$ cat config.mk
export PLATFORM = sky130hd
export DESIGN_NAME = irq_halt_ctrl
export DESIGN_NICKNAME = d
export VERILOG_FILES = /design/src/rtl/irq_hc_pkg.sv /design/src/rtl/irq_hc_sampler.sv /design/src/rtl/irq_hc_fsm.sv /design/src/rtl/irq_hc_vec.sv /design/src/rtl/irq_halt_ctrl.sv
export SDC_FILE = /design/constraint.sdc
export NUM_CORES = 1
export LEC_CHECK = 0
export BUFFER_PORTS_ARGS = -buffer_cell sky130_fd_sc_hd__buf_4
export CAP_MARGIN = 25
export CORE_UTILIZATION = 30
export CTS_CLUSTER_SIZE = 10
export DETAILED_ROUTE_END_ITERATION = 10
export PLACE_DENSITY = 0.51
export SLEW_MARGIN = 20
export SYNTH_ARGS = -nofsm -noshare
export SYNTH_HDL_FRONTEND = slang
export SYNTH_SLANG_ARGS = --single-unit
$ cat constraint.sdc
create_clock -name clk -period 3.1 [get_ports clk]
set_input_delay 0.93 -clock clk [delete_from_list [all_inputs] [get_ports clk]]
set_output_delay 0.93 -clock clk [all_outputs]
set_load 0.1 [all_outputs]
$ cat src/rtl/irq_hc_pkg.sv
package irq_hc_pkg;

  typedef enum logic [3:0] {
    ST_RUN,
    ST_HALT_ALE,
    ST_HALT,
    ST_HOLD,
    ST_A1_T1,
    ST_A1_T2,
    ST_A1_T3,
    ST_A1_T4,
    ST_A2_T1,
    ST_A2_T2,
    ST_A2_T3,
    ST_A2_T4
  } hc_state_e;

  typedef struct packed {
    logic ale;
    logic ack_rd;
    logic lock;
    logic hold_ack;
    logic halted;
    logic ien_clr;
  } hc_out_s;

  // Output decode of a state; applied to the next state and registered.
  function automatic hc_out_s hc_decode(hc_state_e s, logic ret_halt);
    hc_out_s o;
    o          = '0;
    o.ale      = (s == ST_HALT_ALE) || (s == ST_A1_T1) || (s == ST_A2_T1);
    o.ack_rd   = (s == ST_A1_T2) || (s == ST_A1_T3) ||
                 (s == ST_A2_T2) || (s == ST_A2_T3);
    o.lock     = (s == ST_A1_T2) || (s == ST_A1_T3) ||
                 (s == ST_A1_T4) || (s == ST_A2_T1);
    o.hold_ack = (s == ST_HOLD);
    o.halted   = (s == ST_HALT_ALE) || (s == ST_HALT) ||
                 ((s == ST_HOLD) && ret_halt);
    o.ien_clr  = (s == ST_A1_T1);
    return o;
  endfunction

endpackage

$ cat src/rtl/irq_hc_sampler.sv
module irq_hc_sampler #(
  parameter int SYNC_STAGES = 1
) (
  input  logic clk,
  input  logic rst,
  input  logic irq_req,
  output logic irq_q
);

  generate
    if (SYNC_STAGES <= 1) begin : g_single
      always_ff @(posedge clk) begin
        if (rst) irq_q <= 1'b0;
        else     irq_q <= irq_req;
      end
    end else begin : g_chain
      logic [SYNC_STAGES-1:0] sh_q;
      always_ff @(posedge clk) begin
        if (rst) sh_q <= '0;
        else     sh_q <= {sh_q[SYNC_STAGES-2:0], irq_req};
      end
      assign irq_q = sh_q[SYNC_STAGES-1];
    end
  endgenerate

endmodule

$ cat src/rtl/irq_hc_fsm.sv
module irq_hc_fsm
  import irq_hc_pkg::*;
(
  input  logic clk,
  input  logic rst,
  input  logic irq_q,
  input  logic ien_flag,
  input  logic insn_end,
  input  logic halt_req,
  input  logic hold_req,
  input  logic bus_rdy,
  output logic ale,
  output logic ack_rd,
  output logic lock_o,
  output logic hold_ack,
  output logic halted,
  output logic ien_clr,
  output logic cap_en
);

  hc_state_e st_q, st_d;
  logic      ret_q, ret_d;
  hc_out_s   out_q;
  logic      accept, wake;

  assign accept = insn_end && irq_q && ien_flag;
  assign wake   = irq_q && ien_flag;

  always_comb begin
    st_d  = st_q;
    ret_d = ret_q;
    unique case (st_q)
      ST_RUN: begin
        if (accept)        st_d = ST_A1_T1;
        else if (halt_req) st_d = ST_HALT_ALE;
        else if (hold_req) begin st_d = ST_HOLD; ret_d = 1'b0; end
      end
      ST_HALT_ALE, ST_HALT: begin
        if (wake)          st_d = ST_A1_T1;
        else if (hold_req) begin st_d = ST_HOLD; ret_d = 1'b1; end
        else               st_d = ST_HALT;
      end
      ST_HOLD:  if (!hold_req) st_d = ret_q ? ST_HALT_ALE : ST_RUN;
      ST_A1_T1: st_d = ST_A1_T2;
      ST_A1_T2: st_d = ST_A1_T3;
      ST_A1_T3: if (bus_rdy) st_d = ST_A1_T4;
      ST_A1_T4: st_d = ST_A2_T1;
      ST_A2_T1: st_d = ST_A2_T2;
      ST_A2_T2: st_d = ST_A2_T3;
      ST_A2_T3: if (bus_rdy) st_d = ST_A2_T4;
      ST_A2_T4: begin
        ret_d = 1'b0;
        st_d  = hold_req ? ST_HOLD : ST_RUN;
      end
      default:  st_d = ST_RUN;
    endcase
  end

  always_ff @(posedge clk) begin
    if (rst) begin
      st_q  <= ST_RUN;
      ret_q <= 1'b0;
      out_q <= '0;
    end else begin
      st_q  <= st_d;
      ret_q <= ret_d;
      out_q <= hc_decode(st_d, ret_d);
    end
  end

  assign ale      = out_q.ale;
  assign ack_rd   = out_q.ack_rd;
  assign lock_o   = out_q.lock;
  assign hold_ack = out_q.hold_ack;
  assign halted   = out_q.halted;
  assign ien_clr  = out_q.ien_clr;
  assign cap_en   = (st_q == ST_A2_T3) && bus_rdy;

  // a response only starts from a boundary with a sampled request
  a_r1_start_needs_boundary: assert property (@(posedge clk) disable iff (rst)
    (st_q == ST_RUN && st_d == ST_A1_T1) |-> (insn_end && irq_q));

  // enable clear lasts one cycle
  a_r3_clr_single: assert property (@(posedge clk) disable iff (rst)
    ien_clr |=> !ien_clr);

endmodule

$ cat src/rtl/irq_hc_vec.sv
module irq_hc_vec #(
  parameter int TYPE_W     = 8,
  parameter int ADDR_W     = 20,
  parameter int SCALE_LOG2 = 2
) (
  input  logic              clk,
  input  logic              rst,
  input  logic              cap_en,
  input  logic [TYPE_W-1:0] bus_data,
  output logic [ADDR_W-1:0] vec_addr,
  output logic              vec_valid
);

  localparam int PAD_W = ADDR_W - TYPE_W - SCALE_LOG2;

  always_ff @(posedge clk) begin
    if (rst) begin
      vec_addr  <= '0;
      vec_valid <= 1'b0;
    end else begin
      vec_valid <= cap_en;
      if (cap_en) vec_addr <= {{PAD_W{1'b0}}, bus_data, {SCALE_LOG2{1'b0}}};
    end
  end

  // the vector strobe is a single-cycle pulse
  a_r7_valid_pulse: assert property (@(posedge clk) disable iff (rst)
    vec_valid |=> !vec_valid);

endmodule

$ cat src/rtl/irq_halt_ctrl.sv
module irq_halt_ctrl #(
  parameter int TYPE_W      = 8,
  parameter int ADDR_W      = 20,
  parameter int SCALE_LOG2  = 2,
  parameter int SYNC_STAGES = 1
) (
  input  logic              clk,
  input  logic              rst,
  input  logic              irq_req,
  input  logic              ien_flag,
  input  logic              insn_end,
  input  logic              halt_req,
  input  logic              hold_req,
  input  logic              bus_rdy,
  input  logic [TYPE_W-1:0] bus_data,
  output logic              ale,
  output logic              ack_rd,
  output logic              lock_o,
  output logic              hold_ack,
  output logic              halted,
  output logic              ien_clr,
  output logic [ADDR_W-1:0] vec_addr,
  output logic              vec_valid
);

  logic irq_q;
  logic cap_en;

  irq_hc_sampler #(.SYNC_STAGES(SYNC_STAGES)) u_sampler (
    .clk     (clk),
    .rst     (rst),
    .irq_req (irq_req),
    .irq_q   (irq_q)
  );

  irq_hc_fsm u_fsm (
    .clk      (clk),
    .rst      (rst),
    .irq_q    (irq_q),
    .ien_flag (ien_flag),
    .insn_end (insn_end),
    .halt_req (halt_req),
    .hold_req (hold_req),
    .bus_rdy  (bus_rdy),
    .ale      (ale),
    .ack_rd   (ack_rd),
    .lock_o   (lock_o),
    .hold_ack (hold_ack),
    .halted   (halted),
    .ien_clr  (ien_clr),
    .cap_en   (cap_en)
  );

  irq_hc_vec #(
    .TYPE_W     (TYPE_W),
    .ADDR_W     (ADDR_W),
    .SCALE_LOG2 (SCALE_LOG2)
  ) u_vec (
    .clk       (clk),
    .rst       (rst),
    .cap_en    (cap_en),
    .bus_data  (bus_data),
    .vec_addr  (vec_addr),
    .vec_valid (vec_valid)
  );

  // the enable clear follows only a cycle where the flag was set
  a_r2_clr_needs_enable: assert property (@(posedge clk) disable iff (rst)
    ien_clr |-> $past(ien_flag));

  // enable clear coincides with the first address-latch pulse
  a_r3_clr_with_ale: assert property (@(posedge clk) disable iff (rst)
    ien_clr |-> ale);

  // the read strobe rises right after a T1 pulse
  a_r4_ack_after_t1: assert property (@(posedge clk) disable iff (rst)
    $rose(ack_rd) |-> $past(ale));

  // no hold is granted inside the lock window
  a_r5_lock_no_hold: assert property (@(posedge clk) disable iff (rst)
    lock_o |-> !hold_ack);

  // no hold grant while an acknowledge strobe is active
  a_r6_ack_no_hold: assert property (@(posedge clk) disable iff (rst)
    ack_rd |-> !hold_ack);

  // the vector appears after the second read strobe, outside the lock
  a_r7_vec_after_ack: assert property (@(posedge clk) disable iff (rst)
    vec_valid |-> ($past(ack_rd) && !lock_o));

  // leaving halt without reset only happens into a response
  a_r10_halt_exit: assert property (@(posedge clk) disable iff (rst)
    ($fell(halted) && !$past(rst)) |-> (ale && ien_clr));

endmodule

==> results of run 1 <==
==> cell families after synthesis <==
group / count (synthesis) / synth area share [%]
DFF: 21 / 40.2
xor gates and xnor gates: 4 / 3.35
muxes: 9 / 8.73
buffers and inverters: 20 / 12.2
AOI/OAI and AO/OA: 19 / 14.1
and+or+nand+nor: 39 / 21.1
other: 1 / 0.359
==> flip-flops by register name, indices dropped and copies added, names as in the netlist <==
signal,cells
u_fsm.ale,1
u_fsm.ien_clr,1
u_vec.vec_addr,8
u_fsm.hold_ack,1
u_vec.vec_valid,1
u_fsm.st_q,4
u_fsm.ret_q,1
u_fsm.halted,1
u_fsm.lock_o,1
u_fsm.ack_rd,1
u_sampler.irq_q,1
==> final cells by class <==
cell class,instances,area [sq um]
Tap cell,46,57.6
Sequential cell,21,420
Inverter,2,7.51
Fill cell,351,2050
Timing Repair Buffer,31,233
Multi-Input combinational cell,83,539
Clock buffer,3,22.5
Clock inverter,1,5.00
==> per-layer routing <==
layer	wire, um	track usage (%)
met1	963	15.6
met4	49	7.14
met2	1010	19.1
met5	0	0
met3	174	3.78
==> cells in the final DEF (no fill, tap or decap), types with 2 or more instances in the layout <==
| cell | count |
|---|---|
| clkbuf_4 | 3 |
| nor3_2 | 2 |
| nor2_1 | 16 |
| a21o_1 | 2 |
| nor2b_1 | 3 |
| o211ai_1 | 2 |
| mux2i_1 | 8 |
| o21ai_0 | 3 |
| a21oi_1 | 2 |
| buf_4 | 31 |
| nor3_1 | 2 |
| dfxtp_1 | 21 |
| conb_1 | 12 |
| xnor2_1 | 3 |
| inv_1 | 2 |
| nand2_1 | 4 |
==> worst max-delay path by stage <==
stage | to | slack [ps]
floorplan | u_fsm.lock_o | 870
global placement | u_fsm.lock_o | 790
detailed placement | u_fsm.lock_o | 760
CTS | u_fsm.lock_o | 1090
global route | u_fsm.lock_o | 980
finish | u_fsm.lock_o | 1070
==> power breakdown <==
| group | internal, W | switching, W | total (W) |
|---|---|---|---|
| clock | 0.0000481 | 0.0000828 | 0.000131 |
| combinational | 0.000193 | 0.000394 | 0.000587 |
| sequential | 0.000311 | 0.0000587 | 0.000369 |
==> critical path, delay by kind of cell <==
| kind | cells | cell delay [ps] |
|---|---|---|
| buf+inv | 1 | 100 |
| mux | 1 | 320 |
| simple gates | 4 | 880 |
==> through the flow <==
stage	std cells	power [W]	instance area, sq um	utilization, %	setup slack (ps)
finish	187	0.00109	1280	38.5	1070
global route	187	0.00116	1280	38.5	977
CTS	187	0.00109	1280	38.5	1090
detailed placement	183	0.000958	1260	37.7	763
global placement	183	0.000956	1260	37.7	791
floorplan	124	0.000862	1090	-	869
==> summary.md, run 1 <==
| Metric | Value |
|---|---|
| Worst Max-Slew Pin Slew | `612 ps` |
| EDFF count, synth | `0` |
| R2R Path End | `u_fsm.lock_o` |
| Clock-pin slew on the worst setup and hold paths | `120 ps` |
| H-Tree Level Count | `1` |
| Global-route usage over all layers | `12.5%` |
| Chip width | `61.1 um` |
| ANT nets after route | `0` |
| Pwr per Cell Area | `846 mW/mm^2` |
| Primary FF master, synth | `dfxtp_1` |
| CP Capture Type | `flip-flop` |
| Synth Instances | `113` |
| Synth area leaders | `dfxtp_1 (40%), buf_4 (9.3%), mux2i_1 (7.7%)` |
| Num Clock Sinks | `21` |
| Most numerous cell in the Yosys netlist | `dfxtp_1` |
| Fmax | `0.493 GHz` |
| Mapped Area | `0.00105 sq mm` |
| Critical path data required time | `3310 ps` |
| Core area | `0.00334 sq mm` |
| FP Rows | `21` |
| Clk_lat worst skew | `300 ps` |
| Wire length per cell | `11.7 um` |
| Setup CP Type | `primary input to flip-flop` |
| R2R cell count | `6` |
| Data arrival time of the worst path | `2240 ps` |
| Area growth from synthesis to layout | `22.8%` |
| Die area | `0.00373 sq mm` |
| Slowest stage delay, CP | `410 ps` |
| Yosys Warn Count | `0` |
| Routed vias/inst | `4.72` |
| Nets | `158` |
| Max Slew Vio Count | `0` |
| Slew HR | `58.7%` |
| Layout cells sized above 1 | `31.2%` |
| Diodes inserted | `0` |
| Global-route wire length before repair | `3380 um` |
| RSZ-0062 raised after global routing | `no` |
| Launching point of the worst reg2reg path | `u_fsm.st_q[1]` |
| Netlist cell types | `41` |
| Buffers on Ports | `30` |
| Total global routing overflow | `0` |
| Hold depth | `2` |
| Sequential area share after synthesis | `40.2%` |
| Root Driver | `clkbuf_4` |
| Post-synth top area share | `40.2%` |
| Clock Tree Buf Depth | `2` |
| Drt total wl | `2190 um` |
| Synth area leader | `dfxtp_1` |
| CTS tree | `done` |
| # IOs | `43` |
| Critical path launch point type | `primary input` |
| Antenna violations before repair | `0` |
| Vias in the first global route | `748` |
| Resized cells post-CTS | `0` |
| Final setup TNS | `0 ps` |
| R2r setup slk | `1110 ps` |
| Worst Hold Class | `flip-flop to flip-flop` |
| Post-synthesis average cell area | `9.26 sq um` |
| First-pass DRT Iterations | `4` |
| Fin Clk Skew | `7.80 ps` |
| DRT iter0 DRCs | `28` |
| Status | `finished, final reports clean` |
| Slowest CP cell | `nor3_2` |
| Setup bufs post-CTS | `0` |
| Hold path start | `u_vec.vec_addr[7]` |
| DR vias | `882` |
| Max IR drop VDD | `0.272 mV` |
| Finish-stage setup viols | `0` |
| GP Congestion | `0.866` |
| Cts hold-fix bufs | `0` |
| Max Cap Viol | `0` |
| Most instantiated cells after synthesis | `dfxtp_1 (21), nor2_1 (16), buf_4 (13)` |
| Worst-path maximum fanout | `7` |
| Async set-or-reset flop fraction in the synthesized netlist | `0%` |
| Synth Register Bits | `21` |
| Initial core utilization | `31.3%` |
| Crit path from | `ien_flag` |
| Final Hold Fails | `0` |
| Final hold slack | `512 ps` |
| CTS Buf Count | `3` |
| Pin count of the biggest net entering global routing | `20` |
| Hold Crit Endpoint | `u_vec.vec_addr[7]` |
| Ordered list of cells on the worst path | `buf_4 -> and3_1 -> nor4_2 -> nor3_2 -> nand2_1 -> mux2_1` |
| DRC | `0` |
| Die Ht | `61.1 um` |
| Placed wire-length estimate | `1610 um` |
| LEAKAGE | `0.617 nW` |
| Fin crit period | `2030 ps` |
| Crit share post-route | `65.4%` |
(Power assumes the default switching activity.)
==> run 2: changes to the inputs <==
==> constraint.sdc (replaced) <==
create_clock -name clk -period 2 [get_ports clk]
set_input_delay 0.6 -clock clk [delete_from_list [all_inputs] [get_ports clk]]
set_output_delay 0.6 -clock clk [all_outputs]
set_load 0.1 [all_outputs]
==> run 2 against run 1 <==
Clock skew shrank 4.2 ps. Register-to-register slack got worse by 940 ps. Flip-flop and latch count unchanged. Die area is the same. Hold slack worse by 4.6 ps. Highest routed layer unchanged. First-iteration DRC count down 32%. Total power is 63% higher.
==> summary.md, run 2 (synthesized netlist as in run 1, its figures left out) <==
| Metric | Value |
|---|---|
| Status | `finished, final reports clean` |
| Drt total wl | `2150 um` |
| Total global routing overflow | `0` |
| Placed wire-length estimate | `1710 um` |
| H-Tree Level Count | `1` |
| Placed Instances | `190` |
| Largest regs | `u_vec.vec_addr x8, u_fsm.st_q x4` |
| Fin Clk Skew | `3.64 ps` |
| Chip width | `61.1 um` |
| R2R Path End | `u_fsm.halted` |
| # IOs | `43` |
| Worst Hold Class | `primary input to flip-flop` |
| R2R cell count | `6` |
| GP Congestion | `0.844` |
| Num Clock Sinks | `21` |
| Register with the most flip-flops | `u_vec.vec_addr` |
| Critical path launch point type | `flip-flop` |
| Hold path start | `irq_req` |
| CP Capture Type | `flip-flop` |
| Core area | `0.00334 sq mm` |
| Hold Crit Endpoint | `u_sampler.irq_q` |
| Clk_lat worst skew | `290 ps` |
| Launching point of the worst reg2reg path | `u_fsm.st_q[2]` |
| Area growth from synthesis to layout | `27.8%` |
| Worst-path maximum fanout | `6` |
| R2r setup slk | `170 ps` |
| Final Hold Fails | `0` |
| CTS tree | `done` |
| Final setup TNS | `0 ps` |
| Worst Path Buf+Inv | `1` |
| Clock Tree Buf Depth | `2` |
| Crit share post-route | `91.6%` |
| Diodes inserted | `0` |
| Design Power | `0.00178 W` |
| Wire length per cell | `11.1 um` |
| Slowest stage delay, CP | `570 ps` |
| Vias in the first global route | `724` |
| Layout cells sized above 1 | `33.8%` |
| Max IR drop VDD | `0.545 mV` |
| Max reg flops | `8` |
| Multi-input logic area | `539 sq um` |
| Die area | `0.00373 sq mm` |
| Ordered list of cells on the worst path | `or4_4 -> nor3_2 -> a311oi_2 -> buf_4 -> a211o_1 -> a21oi_2` |
| Routed vias/inst | `4.54` |
| Worst Max-Slew Pin Slew | `615 ps` |
| Slew HR | `58.5%` |
| DRC | `0` |
| RSZ-0062 raised after global routing | `no` |
| Initial core utilization | `31.3%` |
| Hold depth | `2` |
| Antenna violations before repair | `0` |
| Clock-pin slew on the worst setup and hold paths | `110 ps` |
| Top delay family on crit path | `simple AND/OR/NAND/NOR gates` |
| Fin crit period | `1830 ps` |
| Post-route core utilization | `40.0%` |
| First-pass DRT Iterations | `4` |
| Setup bufs post-CTS | `0` |
| Setup CP Type | `flip-flop to flip-flop` |
| Fmax | `0.546 GHz` |
| Critical path data required time | `2240 ps` |
| Most common cell after layout, fill and taps aside | `buf_4` |
| DR vias | `881` |
| Finish-stage setup viols | `0` |
| Buffers on Ports | `30` |
| Pin count of the biggest net entering global routing | `20` |
| LEAKAGE | `0.650 nW` |
| Root Driver | `clkbuf_4` |
| Nets | `165` |
| Resized cells post-CTS | `0` |
| DRT iter0 DRCs | `19` |
| CTS Buf Count | `3` |
| Global-route wire length before repair | `3170 um` |
| Data arrival time of the worst path | `2070 ps` |
| Pwr per Cell Area | `1330 mW/mm^2` |
| Die Ht | `61.1 um` |
| Register area | `420 sq um` |
| Fillers | `371` |
| Max Cap Viol | `0` |
| Max Slew Vio Count | `0` |
| Cts hold-fix bufs | `0` |
| Commonest non-fill, non-tap cells in the layout | `buf_4 (38), dfxtp_1 (21), nor2_1 (16)` |
| ANT nets after route | `0` |
| Slowest CP cell | `or4_4` |
| Finished Layout Cells | `194` |
| Final hold slack | `507 ps` |
| Global-route usage over all layers | `11.9%` |
| FP Rows | `21` |
-- run 2: cell types whose count changed in the layout (fill, tap and decap cells not counted), sizes merged --
cell    change
buf         +7
clkbuf      +1
clkinv      -1
-- run 2: how the worst max path moves through the flow --
stage             startpoint      endpoint  slack [ps]  depth (start not counted)
2_1_floorplan       insn_end  u_fsm.lock_o         100                          5
3_3_place_gp        insn_end  u_fsm.halted          70                          7
3_5_place_dp        insn_end  u_fsm.halted          90                          7
4_1_cts        u_fsm.st_q[2]  u_fsm.halted         170                          6
5_1_grt        u_fsm.st_q[1]  u_fsm.halted          70                          6
6_report       u_fsm.st_q[2]  u_fsm.halted         170                          6
-- run 2: stage by stage --
step / area, sq um / setup WS [ps]
4_1_cts: 1340 / 167
3_3_place_gp: 1310 / 70.0
5_1_grt: 1340 / 72.7
3_5_place_dp: 1310 / 91.3
2_1_floorplan: 1090 / 99.4
6_report: 1340 / 167
-- run 2: worst reg2reg max path, cell delays in order (launching register included) --
cell	delay [ps]
dfxtp_1	360
or4_4	570
nor3_2	190
a311oi_2	80
buf_4	180
a211o_1	300
a21oi_2	100
-- run 2: area by class of cell --
class                   count  area share, %
multi-input cells          83           40.4
clock buffers               4           1.97
well taps                  46           4.31
flip-flops and latches     21           31.5
repair buffers             38           21.3
inverters                   2          0.562
-- run 2: per-layer routing --
layer	GRT usage, %	vias up	wire length (um)
met1	14.2	407	964
met2	18.5	32	1030
li1	-	438	-
met3	3.57	4	125
met5	0	-	0
met4	7.47	0	35
-- run 2: power by group --
part / switching [W] / leakage (nW) / total, W / internal (W)
clock network: 0.000121 / 0.0150 / 0.000198 / 0.0000776
logic: 0.000665 / 0.464 / 0.00105 / 0.000381
registers: 0.0000516 / 0.171 / 0.000533 / 0.000482
total: 0.000838 / 0.650 / 0.00178 / 0.000940
